### src/rtl/resp_frame_pkg.sv
// Shared constants of the response frame generator.
// Assumes: byte-wide frame fields; payload starts after a four-byte header.
package resp_frame_pkg;
    localparam logic [7:0] BYTE_PAD   = 8'hFA;  // reply still being prepared
    localparam logic [7:0] BYTE_SOF   = 8'hEC;  // frame sync marker
    localparam logic [7:0] BYTE_PAST  = 8'hED;  // beyond end of frame
    localparam logic [7:0] STATUS_BAD = 8'h0E;  // reported size too large
    localparam int         HDR_LEN    = 4;      // pad, sync, status, length
endpackage

### src/rtl/resp_frame_fetch.sv
// Payload prefetcher: keeps the next payload byte held in a register so the
// sequencer can consume it on a request without waiting on the buffer.
// Assumes: buffer read latency of one cycle; consumes at least two cycles apart.
module resp_frame_fetch #(
    parameter int MAX_LEN = 255,
    parameter int ADDR_W  = 8
) (
    input  logic              clk,
    input  logic              rst_n,
    input  logic              start_i,
    input  logic [7:0]        len_i,
    input  logic              take_i,
    output logic              rd_en_o,
    output logic [ADDR_W-1:0] rd_addr_o,
    input  logic [7:0]        rd_data_i,
    output logic [7:0]        pre_o
);
    localparam int CNT_W = ADDR_W + 1;

    logic [CNT_W-1:0] nxt_addr_q;
    logic [7:0]       len_q;
    logic             pend_q;
    logic             pre_vld_q;
    logic [7:0]       pre_q;

    // Issue a read on start (first byte) or when a held byte is consumed.
    always_comb begin
        rd_en_o   = 1'b0;
        rd_addr_o = '0;
        if (start_i) begin
            rd_en_o = (len_i != 8'd0);
        end else if (take_i) begin
            rd_en_o   = (nxt_addr_q < CNT_W'(len_q));
            rd_addr_o = nxt_addr_q[ADDR_W-1:0];
        end
    end

    // Track next address, pending read and the held byte.
    always_ff @(posedge clk) begin
        if (!rst_n) begin
            nxt_addr_q <= '0;
            len_q      <= '0;
            pend_q     <= 1'b0;
            pre_vld_q  <= 1'b0;
            pre_q      <= '0;
        end else begin
            pend_q <= rd_en_o;
            if (start_i) begin
                len_q      <= len_i;
                nxt_addr_q <= CNT_W'(1);
            end else if (rd_en_o) begin
                nxt_addr_q <= nxt_addr_q + CNT_W'(1);
            end
            if (pend_q) begin
                pre_q     <= rd_data_i;
                pre_vld_q <= 1'b1;
            end else if (take_i || start_i) begin
                pre_vld_q <= 1'b0;
            end
        end
    end

    assign pre_o = pre_q;

    // a consumed byte must already be held
    p_take_ready_r9: assert property (@(posedge clk) disable iff (!rst_n)
        take_i |-> pre_vld_q);
    // reads never address beyond the buffer limit
    p_read_bound_r9: assert property (@(posedge clk) disable iff (!rst_n)
        rd_en_o |-> (int'(rd_addr_o) < MAX_LEN));
endmodule

### src/rtl/resp_frame_sum.sv
// Checksum accumulator: seeded at frame start, adds each consumed payload byte.
// Assumes: seed already holds status plus length modulo 256.
module resp_frame_sum (
    input  logic       clk,
    input  logic       rst_n,
    input  logic       load_i,
    input  logic [7:0] seed_i,
    input  logic       add_i,
    input  logic [7:0] byte_i,
    output logic [7:0] sum_o
);
    logic [7:0] sum_q;

    // Running 8-bit additive sum.
    always_ff @(posedge clk) begin
        if (!rst_n)      sum_q <= '0;
        else if (load_i) sum_q <= seed_i;
        else if (add_i)  sum_q <= sum_q + byte_i;
    end

    assign sum_o = sum_q;
endmodule

### src/rtl/resp_frame_seq.sv
// Frame sequencer: walks the frame positions on each request and registers the
// byte offered to the shifter; holds the trailer value after the checksum.
// Assumes: length already limited to MAX_LEN; requests two or more cycles apart.
module resp_frame_seq
    import resp_frame_pkg::*;
#(
    parameter int MAX_LEN = 255,
    parameter int POS_W   = 9
) (
    input  logic       clk,
    input  logic       rst_n,
    input  logic       start_i,
    input  logic       next_i,
    input  logic [7:0] status_i,
    input  logic [7:0] len_i,
    input  logic [7:0] pre_i,
    input  logic [7:0] sum_i,
    output logic       take_o,
    output logic [7:0] tx_o
);
    logic             busy_q;
    logic [POS_W-1:0] pos_q;
    logic [7:0]       st_q;
    logic [7:0]       len_q;
    logic [7:0]       tx_q;
    logic [POS_W-1:0] nxt;
    logic [POS_W-1:0] sum_pos;
    logic             in_pl;
    logic [7:0]       nxt_byte;

    // Select the byte for the next frame position.
    always_comb begin
        nxt      = pos_q + POS_W'(1);
        sum_pos  = POS_W'(HDR_LEN) + POS_W'(len_q);
        in_pl    = (nxt >= POS_W'(HDR_LEN)) && (nxt < sum_pos);
        take_o   = busy_q && next_i && !start_i && in_pl;
        nxt_byte = BYTE_PAST;
        if (nxt == POS_W'(1))      nxt_byte = BYTE_SOF;
        else if (nxt == POS_W'(2)) nxt_byte = st_q;
        else if (nxt == POS_W'(3)) nxt_byte = len_q;
        else if (in_pl)            nxt_byte = pre_i;
        else if (nxt == sum_pos)   nxt_byte = sum_i;
    end

    // Advance position and output register.
    always_ff @(posedge clk) begin
        if (!rst_n) begin
            busy_q <= 1'b0;
            pos_q  <= '0;
            st_q   <= '0;
            len_q  <= '0;
            tx_q   <= BYTE_PAST;
        end else if (start_i) begin
            busy_q <= 1'b1;
            pos_q  <= '0;
            st_q   <= status_i;
            len_q  <= len_i;
            tx_q   <= BYTE_PAD;
        end else if (next_i) begin
            if (busy_q) begin
                pos_q <= nxt;
                tx_q  <= nxt_byte;
                if (nxt == sum_pos) busy_q <= 1'b0;
            end else begin
                tx_q <= BYTE_PAST;
            end
        end
    end

    assign tx_o = tx_q;

    // filler byte at position zero after a start
    p_pad_first_r2: assert property (@(posedge clk) disable iff (!rst_n)
        start_i |=> (tx_q == BYTE_PAD) && busy_q);
    // sync marker follows the filler
    p_sof_second_r3: assert property (@(posedge clk) disable iff (!rst_n)
        (busy_q && pos_q == '0 && next_i && !start_i) |=> tx_q == BYTE_SOF);
    // trailer value once the frame is over
    p_past_hold_r6: assert property (@(posedge clk) disable iff (!rst_n)
        (!busy_q && next_i && !start_i) |=> tx_q == BYTE_PAST);
    // output holds without a request
    p_hold_r10: assert property (@(posedge clk) disable iff (!rst_n)
        (!next_i && !start_i) |=> $stable(tx_q));
    // requests spaced at least two cycles apart
    p_next_gap_r9: assert property (@(posedge clk) disable iff (!rst_n)
        next_i |=> !next_i);
endmodule

### src/rtl/resp_frame_gen.sv
// Response frame generator top: screens the reported size, derives the
// checksum seed and joins sequencer, prefetcher and checksum accumulator.
// Assumes: MAX_LEN between 2 and 255; SIZE_W of at least 8.
module resp_frame_gen
    import resp_frame_pkg::*;
#(
    parameter int MAX_LEN = 255,
    parameter int SIZE_W  = 9,
    parameter int ADDR_W  = $clog2(MAX_LEN)
) (
    input  logic              clk,
    input  logic              rst_n,
    input  logic              start_i,
    input  logic [7:0]        status_i,
    input  logic [SIZE_W-1:0] size_i,
    input  logic              next_i,
    output logic              rd_en_o,
    output logic [ADDR_W-1:0] rd_addr_o,
    input  logic [7:0]        rd_data_i,
    output logic [7:0]        tx_byte_o
);
    localparam int POS_W = $clog2(MAX_LEN + HDR_LEN + 2);

    logic       oversize;
    logic [7:0] eff_st;
    logic [7:0] eff_len;
    logic [7:0] seed;
    logic       take;
    logic [7:0] pre_byte;
    logic [7:0] sum;

    // Replace status and drop payload when the reported size is too large.
    always_comb begin
        oversize = (size_i > SIZE_W'(MAX_LEN));
        eff_st   = oversize ? STATUS_BAD : status_i;
        eff_len  = oversize ? 8'd0 : 8'(size_i);
        seed     = eff_st + eff_len;
    end

    resp_frame_seq #(.MAX_LEN(MAX_LEN), .POS_W(POS_W)) u_seq (
        .clk      (clk),
        .rst_n    (rst_n),
        .start_i  (start_i),
        .next_i   (next_i),
        .status_i (eff_st),
        .len_i    (eff_len),
        .pre_i    (pre_byte),
        .sum_i    (sum),
        .take_o   (take),
        .tx_o     (tx_byte_o)
    );

    resp_frame_fetch #(.MAX_LEN(MAX_LEN), .ADDR_W(ADDR_W)) u_fetch (
        .clk       (clk),
        .rst_n     (rst_n),
        .start_i   (start_i),
        .len_i     (eff_len),
        .take_i    (take),
        .rd_en_o   (rd_en_o),
        .rd_addr_o (rd_addr_o),
        .rd_data_i (rd_data_i),
        .pre_o     (pre_byte)
    );

    resp_frame_sum u_sum (
        .clk    (clk),
        .rst_n  (rst_n),
        .load_i (start_i),
        .seed_i (seed),
        .add_i  (take),
        .byte_i (pre_byte),
        .sum_o  (sum)
    );

    // an oversized report never starts a buffer read
    p_oversize_no_read_r7: assert property (@(posedge clk) disable iff (!rst_n)
        (start_i && size_i > SIZE_W'(MAX_LEN)) |-> !rd_en_o);
endmodule

### config.mk
export PLATFORM = sky130hd
export DESIGN_NAME = resp_frame_gen
export DESIGN_NICKNAME = d
export VERILOG_FILES = /design/src/rtl/resp_frame_pkg.sv /design/src/rtl/resp_frame_fetch.sv /design/src/rtl/resp_frame_sum.sv /design/src/rtl/resp_frame_seq.sv /design/src/rtl/resp_frame_gen.sv
export SDC_FILE = /design/constraint.sdc
export NUM_CORES = 1
export LEC_CHECK = 0
export ABC_AREA = 1
export BUFFER_PORTS_ARGS = -buffer_cell sky130_fd_sc_hd__buf_2
export CORE_MARGIN = 2
export CORE_UTILIZATION = 50
export DETAILED_ROUTE_END_ITERATION = 10
export PLACE_DENSITY_LB_ADDON = 0.12
export SLEW_MARGIN = 15
export SYNTH_ARGS = -nofsm -noshare
export SYNTH_HDL_FRONTEND = slang
export SYNTH_HIERARCHICAL = 1
export SYNTH_SLANG_ARGS = --single-unit
### constraint.sdc
create_clock -name clk -period 3.97 [get_ports clk]
set_input_delay 0.5955 -clock clk [delete_from_list [all_inputs] [get_ports clk]]
set_output_delay 0.5955 -clock clk [all_outputs]
set_load 0.005 [all_outputs]
### Yosys cells after proc, flatten, opt, wreduce, memory -nomap -nowiden

Cells that the tools add are included.

| storage, ports and cells | value |
|---|---|
| register bits after elaboration | 60 |
| bits in latches | 0 |
| bits in writable memories | 0 |
| memory bits (read-only) | 0 |
| input bits | 29 |
| word-level logic and storage cells | 58 |
| memories | 0 |

| cells by class | value |
|---|---|
| $add $sub $neg | 5 |
| multipliers | 0 |
| divide/modulo/power cells | 0 |
| order comparisons | 4 |
| equality and inequality tests | 4 |
| shift-type cells | 0 |
| multiplexer cells | 22 |
| bitwise operators | 1 |
| reductions and logical operators | 11 |

Operators by type and width:

| cell | count |
|---|---|
| 2-to-1 mux 8 bit | 12 |
| adder 9 x 1 -> 9 bit (second input constant) | 2 |
| equality test 9 x 2 -> 1 bit (second input constant) | 2 |
| adder 8 bit | 2 |
| 2-to-1 mux 5 bit | 2 |
| adder 3 x 8 -> 9 bit (first input constant) | 1 |
| equality test 9 x 1 -> 1 bit (second input constant) | 1 |
| equality test 9 bit | 1 |
| >= comparator 9 x 3 -> 1 bit (second input constant) | 1 |
| greater-than comparator 9 x 8 -> 1 bit (second input constant) | 1 |
| less-than comparator 9 x 8 -> 1 bit | 1 |
| less-than comparator 9 bit | 1 |
| 2-to-1 mux 1 bit | 8 |
| nonzero test 8 bit | 1 |
| nonzero test 2 bit | 3 |
| logical AND 1 bit | 4 |
| AND reduction 2 bit | 1 |
| OR reduction 2 bit | 1 |
| logical NOT 1 bit | 1 |
| NOT 1 bit | 1 |

### Depth between registers and ports, before layout

Gate-level depths: netlist of run 1.

| logic depth | value |
|---|---|
| word-level depth | 10 |
| mapped depth | 23 |

### Modules after synthesis

The synthesis of run 1 kept the hierarchy.

By module, submodules not included:

| module | instances | cells an instance | area an instance (um^2) | seq. area each (um^2) |
|---|---|---|---|---|
| resp_frame_seq | 1 | 357 | 2318.5 | 680.7 |
| resp_frame_fetch | 1 | 213 | 1443.9 | 520.5 |
| resp_frame_sum | 1 | 102 | 688.2 | 160.2 |
| resp_frame_gen | 1 | 98 | 506.7 | 0.0 |

### Worst setup path after synthesis of run 1

No wires, ideal clock.

| timing | value |
|---|---|
| kind | register -> output |
| from | register u_seq.pos_q[0] |
| to | output port rd_en_o |
| data arrival time | 2.915 ns |
| path slack | 0.459 ns |
| stages on the path, launching flop included | 17 |
| cells stage by stage | dfxtp_1 -> ha_1 -> nand2_2 -> nor2_4 -> nand4_1 -> nand2_1 -> inv_1 -> ha_1 -> inv_1 -> o21bai_1 -> nor2_4 -> nand2_4 -> nor3_1 -> nand2_1 -> a21oi_4 -> nand4_4 -> nand2_2 |

| on the way | value |
|---|---|
| longest elaborated chain between the ends | 6 |
| elaborated cells on any way between the ends | 7 |

Ends and longest elaborated chain:

| item | RTL line | RTL |
|---|---|---|
| from (decl) | resp_frame_seq.sv:22 | `logic [POS_W-1:0] pos_q;` |
| from (signal assigned) | resp_frame_seq.sv:61 | `pos_q <= nxt;` |
| adder 9 x 1 -> 9 bit (*) | resp_frame_seq.sv:33 | `nxt = pos_q + POS_W'(1);` |
| named net u_seq.nxt[8] | resp_frame_seq.sv:26 | `logic [POS_W-1:0] nxt;` |
| >= comparator 9 x 3 -> 1 bit / less-than comparator 9 bit (equally long branches) | resp_frame_seq.sv:35 | `in_pl = (nxt >= POS_W'(HDR_LEN)) && (nxt < sum_pos);` |
| logical AND 1 bit (*) | resp_frame_seq.sv:35 |  |
| logical AND 1 bit (*) | resp_frame_seq.sv:36 | `take_o = busy_q && next_i && !start_i && in_pl;` |
| named net take | resp_frame_gen.sv:28 | `logic take;` |
| 2-to-1 mux 1 bit (*) | resp_frame_fetch.sv:32 | `end else if (take_i) begin` |
| 2-to-1 mux 1 bit (*) | resp_frame_fetch.sv:30 | `if (start_i) begin` |
| to (decl) | resp_frame_gen.sv:17 | `output logic rd_en_o,` |

Mark *: on every way through the listed nets, which the timed path passes. The rest lies on a longest branch.

### Worst setup path after layout of run 1

| timing | value |
|---|---|
| from | register u_seq.pos_q[1] |
| to | output port rd_addr_o[0] |

| on the way | value |
|---|---|
| longest elaborated chain between the ends | 6 |
| elaborated cells on any way between the ends | 7 |

Ends and longest elaborated chain:

| item | RTL line | RTL |
|---|---|---|
| adder 9 x 1 -> 9 bit (*) | resp_frame_seq.sv:33 |  |
| named net u_seq.nxt[8] | resp_frame_seq.sv:26 |  |
| >= comparator 9 x 3 -> 1 bit / less-than comparator 9 bit (equally long branches) | resp_frame_seq.sv:35 |  |
| logical AND 1 bit (*) | resp_frame_seq.sv:35 |  |
| logical AND 1 bit (*) | resp_frame_seq.sv:36 |  |
| named net take | resp_frame_gen.sv:28 |  |
| 2-to-1 mux 8 bit (*) | resp_frame_fetch.sv:32 |  |
| 2-to-1 mux 8 bit (*) | resp_frame_fetch.sv:30 |  |
| to (decl) | resp_frame_gen.sv:18 | `output logic [ADDR_W-1:0] rd_addr_o,` |

Marks and branches as above.

==> results of run 1 <==
## flip-flops by register name (all words and copies together), names as in the netlist
register,flops
u_fetch/pend_q,1
u_fetch/pre_o,8
u_seq/st_q,8
u_seq/len_q,8
u_seq/tx_o,8
u_sum/sum_o,8
u_fetch/len_q,8
u_seq/pos_q,9
u_fetch/nxt_addr_q,9
u_seq/busy_q,1
## cell usage after synthesis, drive strengths merged
cell type	n
xnor2	5
nand3b	4
nand2	185
a211oi	1
buf	6
a21oi	52
a22oi	5
o21ai	51
a31oi	2
inv	127
ha	34
o41ai	1
xor2	5
nor3	5
o21bai	4
clkbuf	6
clkinv	1
and2	2
nor2	116
fa	2
nand4	14
dfxtp	68
or2	7
nand3	67
## stage by stage
step / power [W] / hold WS [ps]
global route: 0.00200 / 473
finish: 0.00190 / 463
CTS: 0.00188 / 457
global placement: 0.00115 / 441
detailed placement: 0.00116 / 436
floorplan: 0.00106 / 432
## timing repair
item | in CTS | in global routing
setup buffers | 2 | 14
gates resized for setup | 3 | 16
pin swaps | 2 | 7
setup endpoints to repair | 1 | 9
## final cells by class
type | instances | share of cell area
tap | 133 | 0.0288
clock buffer | 10 | 0.0238
inverter | 128 | 0.0839
sequential | 68 | 0.237
clock inverter | 6 | 0.0193
multi-input combinational | 562 | 0.541
timing repair buffer | 65 | 0.0657
## power groups by stage
stage	clock, W	combinational (W)	sequential (W)
after detailed placement	0	0.000388	0.000776
after global routing	0.000756	0.000478	0.000765
after CTS	0.000728	0.000393	0.000760
final	0.000720	0.000419	0.000760
after global placement	0	0.000379	0.000775
after floorplan	0	0.000295	0.000761
## worst paths after layout
check                                                          end
worst min-delay path                    u_seq/tx_o[3]$_SDFFE_PP1P_
worst max-delay path                                  rd_addr_o[0]
worst min register to register          u_seq/tx_o[3]$_SDFFE_PP1P_
worst max register to register  u_fetch/nxt_addr_q[5]$_SDFFE_PP0P_
## per-layer routing
| metal | up-vias | routed length, um | GRT usage | part of all wire |
|---|---|---|---|---|
| li1 | 2592 | - | - | - |
| met1 | 2236 | 6050 | 0.318 | 0.46 |
| met2 | 122 | 6210 | 0.421 | 0.48 |
| met3 | 24 | 475 | 0.0478 | 0.036 |
| met4 | 0 | 330 | 0.0907 | 0.025 |
| met5 | - | 0 | 0 | 0 |
## critical path, cell delays in order, from the launching register on
cell and delay, ps:
dfxtp_4 380, ha_4 130, nand2_2 80, nor2_4 150
nand4_1 90, nand2_1 120, inv_2 60, ha_4 260
inv_1 50, o21bai_1 100, nor2_4 260, nand2_8 100
nor3_4 200, buf_6 130, buf_4 100, nand2_1 180
nor2_2 200, buf_2 120
## logic make-up (layout without fill, tap and decap cells)
group | count (synthesis) | in the layout
XOR/XNOR | 10 | 10
adder cells (fa/ha/maj) | 36 | 36
AO/OA/AOI/OAI | 116 | 116
AND/OR/NAND/NOR | 400 | 400
buffers and inverters | 140 | 209
flip-flops | 68 | 68
## cells in the final DEF, fill, tap and decap left out, types with 19 or more instances in the layout
| master | n |
|---|---|
| ha_1 | 30 |
| a21oi_1 | 49 |
| inv_1 | 120 |
| nand2_1 | 166 |
| dfxtp_1 | 66 |
| nor2_1 | 102 |
| o21ai_0 | 46 |
| nand3_1 | 62 |
| buf_2 | 45 |
| buf_4 | 19 |
==> flow_metrics.tcl, run 1 <==
set metrics [dict create \
    tightest_slew_ps 653 \
    synthMuxAreaShare 0 \
    antenna_cells 0 \
    first_pass_iters 5 \
    r2r_slack_ps 870 \
    clock_skew_ps 7.22 \
    vdd_drop_max_v 0.000160 \
    cts_tree "done" \
    grt_pass1_wl_um 21800 \
    clock_latency_ps 360 \
    crit_type "flip-flop to primary output" \
    cts_sinks 68 \
    yosys.area_share.simple 0.374 \
    final_cells 972 \
    power_density_mw_per_mm2 329 \
    timing.fmax_mhz 271 \
    yosysTopAreaCellShare 0.275 \
    path_clk_slew_ps 80 \
    critPathRequiredTime_ps 3370 \
    tns_ps 0 \
    via_per_inst 5.12 \
    clkPwrFrac 0.379 \
    htreeDepth 3 \
    fin_crit_ps 3690 \
    cts_root_buffer "clkbuf_8" \
    setup_viol 0 \
    switching_share 0.308 \
    min_from "u_seq/tx_o[3]$_SDFFE_PP1P_" \
    fin_ws_ps 276 \
    p_seq_frac 0.400 \
    drv_cap 0 \
    design_area_mm2 0.00577 \
    die_area_mm2 0.0107 \
    grt_max_degree 40 \
    r2r-start "u_seq/pos_q[1]$_SDFFE_PP0P_" \
    syn_nets 835 \
    ios 46 \
    grt_overflow 0 \
    nets 899 \
    vias 4974 \
    utilization 0.596 \
    regArea_mm2 0.00137 \
    min_path_type "flip-flop to flip-flop" \
    synthesis.area_mm2 0.00496 \
    synth-compound-area-share 0.128 \
    yosys-top-cells-area "dfxtp_1 27%, nand2_1 13%, inv_1 9.2%" \
    synth.distinct_cells 44 \
    cp_max_fo 9 \
    cts-hold-fix-buffers 0 \
    drt-initial-drc-count 269 \
    arrival_ps 3100 \
    yosys_warnings 6 \
    ys_seq_elements 68 \
    wl_um 13100 \
    route.detailed.drc 0 \
    place.gp.congestion 0.971 \
    hold_violations 0 \
    placed_area_mm2 0.00531 \
    synth_top_family_by_area "simple AND/OR/NAND/NOR gates" \
    fp.coreArea_mm2 0.00968 \
    switchingPower_w 0.000584 \
    syn_inst 770 \
    slew_viol_final 0 \
    status "complete, no violations" \
    seq_area_frac_synth 0.275 \
    min_period_over_period 0.931 \
    syn_avg_cell_area_um2 6.44 \
    rr_worst_depth 21 \
    multi_input_area_mm2 0.00312 \
    chipWidth_um 104 \
    slew_headroom 0.562 \
    place_hpwl_um 10100 \
    routedWlPerCell_um 13.4 \
    antenna_found_initial 0 \
    place.port_buffers 45 \
    dp.cells 940 \
    cts_buffers 9 \
    critPathLaunchType "flip-flop" \
    fillers 962 \
    die_h_um 104 \
    clockBufferDepth 2 \
    endpoint_kind "primary output" \
    first_global_vias 4674 \
    drive_gt1_frac 0.170 \
    critPathLaunch "u_seq/pos_q[1]$_SDFFE_PP0P_" \
    num_rows 36 \
    synth_area_leader_cell "dfxtp_1" \
    synth_fa_ha_area_frac 0.0939 \
    dp_slack_ps 269 \
    synth_xor_area_frac 0.0177 \
    power.leakage_nw 2.95 \
    initial_core_util 0.512 \
    drtAntennaViolNets 0 \
    synthToLayoutAreaGrowth_pct 16.4 \
    combPwrFrac 0.221 \
    whs_path_depth 2 \
    internal_power_w 0.00131 \
    grt_usage 0.250 \
]
(Power assumes the default switching activity.)
==> run 2, diff against run 1 <==
--- a/constraint.sdc
+++ b/constraint.sdc
@@ -3,2 +3,2 @@
 set_output_delay 0.5955 -clock clk [all_outputs]
-set_load 0.005 [all_outputs]
+set_load 0.05 [all_outputs]
==> run 2 against run 1 <==
  * Die area unchanged
  * Total power down 8.0%
  * Setup slack worse by 37 ps
  * Critical endpoint is now rd_en_o
==> flow_metrics.tcl, run 2 (synthesis results as in run 1) <==
set metrics [dict create \
    synthToLayoutAreaGrowth_pct 14.8 \
    antenna_cells 0 \
    place.port_buffers 45 \
    critPathLaunch "u_seq/len_q[3]$_SDFFE_PN0P_" \
    vias 5001 \
    min_from "u_seq/tx_o[3]$_SDFFE_PP1P_" \
    design_area_mm2 0.00569 \
    cts-hold-fix-buffers 0 \
    first_global_vias 4412 \
    nets 892 \
    clock_skew_ps 15.4 \
    drtAntennaViolNets 0 \
    path_delay_family "simple AND/OR/NAND/NOR gates" \
    whs_path_depth 2 \
    fin_crit_ps 3730 \
    slowest_stage "dfxtp_1" \
    drive_gt1_frac 0.160 \
    route.detailed.drc 0 \
    routedWlPerCell_um 13.3 \
    place.gp.congestion 0.928 \
    grt_max_degree 40 \
    clockBufferDepth 2 \
    min_path_type "flip-flop to flip-flop" \
    slew_viol_final 0 \
    die_area_mm2 0.0107 \
    cp_common_cell "nor2_1" \
    drv_cap 0 \
    place_hpwl_um 9740 \
    antenna_found_initial 0 \
    power_density_mw_per_mm2 307 \
    max_stage_delay_ps 400 \
    placed_area_mm2 0.00531 \
    cts_tree "done" \
    wl_um 12800 \
    htreeDepth 3 \
    reg_top3 "u_fetch/nxt_addr_q x9, u_seq/pos_q x9" \
    drt-initial-drc-count 246 \
    rr_worst_depth 20 \
    ios 46 \
    cp_max_fo 9 \
    path_clk_slew_ps 80 \
    via_per_inst 5.19 \
    setup_viol 0 \
    vdd_drop_max_v 0.000169 \
    chipWidth_um 104 \
    timing.fmax_mhz 268 \
    crit_type "flip-flop to primary output" \
    endpoint_kind "primary output" \
    critPathLaunchType "flip-flop" \
    num_rows 36 \
    first_pass_iters 5 \
    clock_latency_ps 360 \
    r2r_end "u_fetch/pend_q$_SDFF_PN0_" \
    slew_headroom 0.549 \
    cts_sinks 68 \
    mostFrequentLayoutCells "165 x nand2_1, 121 x inv_1, 104 x nor2_1" \
    grt_usage 0.236 \
    power.leakage_nw 2.91 \
    r2r_slack_ps 800 \
    hold_violations 0 \
    tightest_slew_ps 673 \
    crit_chain "ha_1 -> nand2_1 -> nor2_1 -> xor2_1 -> ha_4 -> inv_1 -> nor2_1 -> nor2_1 -> nand2_2 -> nand2_4 -> nand2_8 -> nor3_4 -> buf_6 -> nand2_1 -> a21oi_4 -> nand4_4 -> nand2_4 -> buf_8" \
    fp.coreArea_mm2 0.00968 \
    min_period_over_period 0.940 \
    grt_pass1_wl_um 20800 \
    cts_root_buffer "clkbuf_8" \
    initial_core_util 0.512 \
    status "complete, no violations" \
    r2r-start "u_seq/len_q[3]$_SDFFE_PN0P_" \
    arrival_ps 3140 \
    fin_hold_ws_ps 464 \
    final_common_cell "nand2_1" \
    path_buf_inv 3 \
    grt_overflow 0 \
    holdPathEnd "u_seq/tx_o[3]$_SDFFE_PP1P_" \
    die_h_um 104 \
    critPathRequiredTime_ps 3370 \
    cts_buffers 9 \
]
## run 2: what timing repair did
action / 4_1_cts / 5_1_grt
resized for setup: 5 / 22
setup buffers: 3 / 6
pin swaps: 3 / 5
setup endpoints to repair: 8 / 9
## run 2: worst max path at each step
stage / end / slack (ps) / cells past startpoint
after floorplan: rd_addr_o[0] / 120 / 14
after global placement: rd_en_o / 230 / 21
after detailed placement: rd_en_o / 90 / 21
after CTS: rd_en_o / 10 / 21
after global routing: rd_en_o / -0.01 / 18
final: rd_en_o / 240 / 18
## run 2: routing by layer
metal | GRT usage | wire [um]
met5 | 0 | 0
met4 | 0.0753 | 267
met3 | 0.0321 | 573
met2 | 0.402 | 6100
met1 | 0.310 | 5900
## run 2: layout make-up
cell class / instances / area, um2
Inverter: 128 / 484
Tap cell: 133 / 166
Timing Repair Buffer: 58 / 349
Clock inverter: 5 / 53.8
Multi-Input combinational cell: 562 / 3140
Clock buffer: 10 / 128
Sequential cell: 68 / 1370
Fill cell: 952 / 3990
## run 2: per-stage QoR
step / instances / TNS, ps / worst slack (ps) / util / total power [W]
detailed placement: 940 / 0 / 89.8 / 0.548 / 0.00118
global placement: 940 / 0 / 229 / 0.548 / 0.00117
finish: 964 / 0 / 239 / 0.588 / 0.00175
global route: 964 / -0.0120 / -0.0120 / 0.588 / 0.00184
CTS: 958 / 0 / 12.3 / 0.571 / 0.00173
floorplan: 770 / 0 / 121 / - / 0.00107
## run 2: worst register-to-register path: stages (launching register included)
cell and delay, ps:
dfxtp_1 400, ha_1 220, nand2_1 70, nor2_1 160, xor2_1 280, ha_4 260, inv_1 60, nor2_1 40
nor2_1 110, nand2_2 90, nand2_4 100, nand2_8 70, nor3_4 190, buf_6 140, nand2_1 80, a21oi_4 160
buf_4 140, nand3_2 120, nand2_4 130, nand2_2 90, nor2_1 190
## run 2: power by group
part	switching (W)	internal (W)	total (W)
clock network	0.000271	0.000285	0.000555
logic	0.000275	0.000156	0.000432
registers	0.0000379	0.000722	0.000760
total	0.000584	0.00116	0.00175
==> run 3, diff against run 2 <==
Settings changed: CTS_CLUSTER_SIZE from default to 20, HOLD_SLACK_MARGIN from default to 0.1, PLACE_DENSITY_LB_ADDON 0.12 to 0.25.
==> run 3 against run 2 <==
  * Clock-buffer cell count unchanged
  * Critical path type unchanged
  * First-iteration DRC count increased by 11%
  * Maximum frequency decreased by 1.0%
  * Total power increased by 0.36%
  * Setup slack got worse by 39 ps
  * Largest cell class unchanged
==> flow_metrics.tcl, run 3 (synthesis results as in run 1) <==
set metrics [dict create \
    reg_top3 "u_fetch/nxt_addr_q x9, u_seq/pos_q x9" \
    wl_um 12700 \
    arrival_ps 3170 \
    antenna_found_initial 0 \
    vias 4986 \
    hold_violations 0 \
    nets 888 \
    min_path_type "flip-flop to flip-flop" \
    endpoint_kind "primary output" \
    antenna_cells 0 \
    vdd_drop_max_v 0.000186 \
    crit_type "flip-flop to primary output" \
    place.gp.congestion 0.885 \
    clockBufferDepth 2 \
    drtAntennaViolNets 0 \
    route.detailed.drc 0 \
    chipWidth_um 104 \
    tightest_slew_ps 698 \
    r2r-start "u_seq/pos_q[0]$_SDFFE_PP0P_" \
    die_h_um 104 \
    path_clk_slew_ps 80 \
    power_density_mw_per_mm2 313 \
    first_pass_iters 5 \
    num_rows 36 \
    rr_worst_depth 22 \
    r2r_slack_ps 750 \
    routedWlPerCell_um 13.2 \
    crit_end "rd_en_o" \
    cts-hold-fix-buffers 0 \
    htreeDepth 3 \
    initial_core_util 0.512 \
    timing.fmax_mhz 265 \
    fin_ws_ps 200 \
    critPathLaunch "u_seq/pos_q[0]$_SDFFE_PP0P_" \
    drt-initial-drc-count 272 \
    critPathLaunchType "flip-flop" \
    grt_pass1_wl_um 21300 \
    max_stage_delay_ps 370 \
    rsz0062_at_grt "no" \
    r2r_end "u_fetch/pend_q$_SDFF_PN0_" \
    first_global_vias 4604 \
    clock_latency_ps 360 \
    cp_max_fo 9 \
    place_hpwl_um 9850 \
    dp_slack_ps 83.8 \
    drv_cap 0 \
    fin_hold_ws_ps 470 \
    grt_overflow 0 \
    grt_max_degree 40 \
    status "complete, no violations" \
    cts_tree "done" \
    die_area_mm2 0.0107 \
    regArea_mm2 0.00137 \
    power.leakage_nw 2.86 \
    multi_input_area_mm2 0.00308 \
    min_period_over_period 0.950 \
    critPathRequiredTime_ps 3370 \
    cts_buffers 9 \
    fin_crit_ps 3770 \
    crit_chain "ha_1 -> or2_0 -> nand2_1 -> inv_1 -> ha_1 -> nand2_1 -> inv_1 -> o21bai_1 -> nand3_1 -> nand4_1 -> nand2_2 -> nand2_4 -> nand2_4 -> nor3_2 -> buf_4 -> nand2_1 -> a21oi_4 -> nand4_4 -> nand2_4 -> buf_8" \
    whs_path_depth 2 \
    tns_ps 0 \
    cts_root_buffer "clkbuf_8" \
    ios 46 \
    final_common_cell "nand2_1" \
    setup_viol 0 \
    cts_sinks 68 \
    drive_gt1_frac 0.153 \
    grt_usage 0.241 \
    slew_headroom 0.532 \
    synthToLayoutAreaGrowth_pct 13.0 \
    clock_skew_ps 13.7 \
    mostFrequentLayoutCells "165 x nand2_1, 121 x inv_1, 104 x nor2_1" \
    via_per_inst 5.19 \
    slowest_stage "dfxtp_4" \
    utilization 0.579 \
    fillers 968 \
    fp.coreArea_mm2 0.00968 \
    slew_viol_final 0 \
    place.port_buffers 45 \
]
run 3: cell types whose count changed in the layout (fill, tap and decap cells not counted), sizes merged:
cell and delta:
buf -4, clkinv -2, clkinvlp +2, inv +1
run 3: per-layer routing:
metal,vias to the layer above,global-route usage,part of all wire,wire [um]
li1,2560,-,-,-
met1,2270,0.309,0.46,5830
met2,129,0.404,0.47,5950
met3,27,0.0283,0.042,530
met4,0,0.115,0.030,378
met5,-,0,0,0
run 3: how the worst min path moves through the flow:
stage	from	endpoint	slack, ps
6_report	u_seq/tx_o[6]$_SDFFE_PP1P_	u_seq/tx_o[6]$_SDFFE_PP1P_	470
2_1_floorplan	u_fetch/len_q[7]$_SDFFE_PN0P_	u_fetch/len_q[7]$_SDFFE_PN0P_	430
5_1_grt	rd_data_i[0]	u_fetch/pre_o[0]$_SDFFE_PN0P_	480
3_5_place_dp	u_seq/tx_o[6]$_SDFFE_PP1P_	u_seq/tx_o[6]$_SDFFE_PP1P_	460
3_3_place_gp	u_seq/tx_o[3]$_SDFFE_PP1P_	u_seq/tx_o[3]$_SDFFE_PP1P_	440
4_1_cts	rd_data_i[6]	u_fetch/pre_o[6]$_SDFFE_PN0P_	470
run 3: where the power goes:
group | switching, W | total [W] | internal [W]
Combinational | 0.000269 | 0.000420 | 0.000151
Sequential | 0.0000376 | 0.000759 | 0.000721
Clock | 0.000284 | 0.000574 | 0.000290
Total | 0.000591 | 0.00175 | 0.00116
run 3: per-stage QoR:
| step | cells | instance area (um2) | power (W) |
|---|---|---|---|
| final | 961 | 5600 | 0.00175 |
| after global routing | 961 | 5600 | 0.00185 |
| after CTS | 958 | 5530 | 0.00175 |
| after detailed placement | 939 | 5300 | 0.00118 |
| after global placement | 939 | 5300 | 0.00117 |
| after floorplan | 770 | 4960 | 0.00107 |
run 3: worst max-delay path: cells and delay by family, from the launching register on:
family / cells / cell delay, ps
and+or+nand+nor: 12 / 1270
adders and majority gates: 2 / 520
buffers and inverters: 4 / 410
DFF: 1 / 370
AOI/OAI and AO/OA: 2 / 260
run 3: layout make-up:
cell class / instances / area share
clock inverter: 6 / 0.0114
multi-input combinational: 562 / 0.549
timing repair buffer: 54 / 0.0563
tap: 133 / 0.0297
clock buffer: 10 / 0.0228
sequential: 68 / 0.244
inverter: 128 / 0.0864
run 3: repair_timing:
action / in CTS / in global routing
gates cloned: 0 / 0
setup buffers: 3 / 3
pin swaps: 3 / 3
gates resized for setup: 5 / 14
setup endpoints to repair: 8 / 8
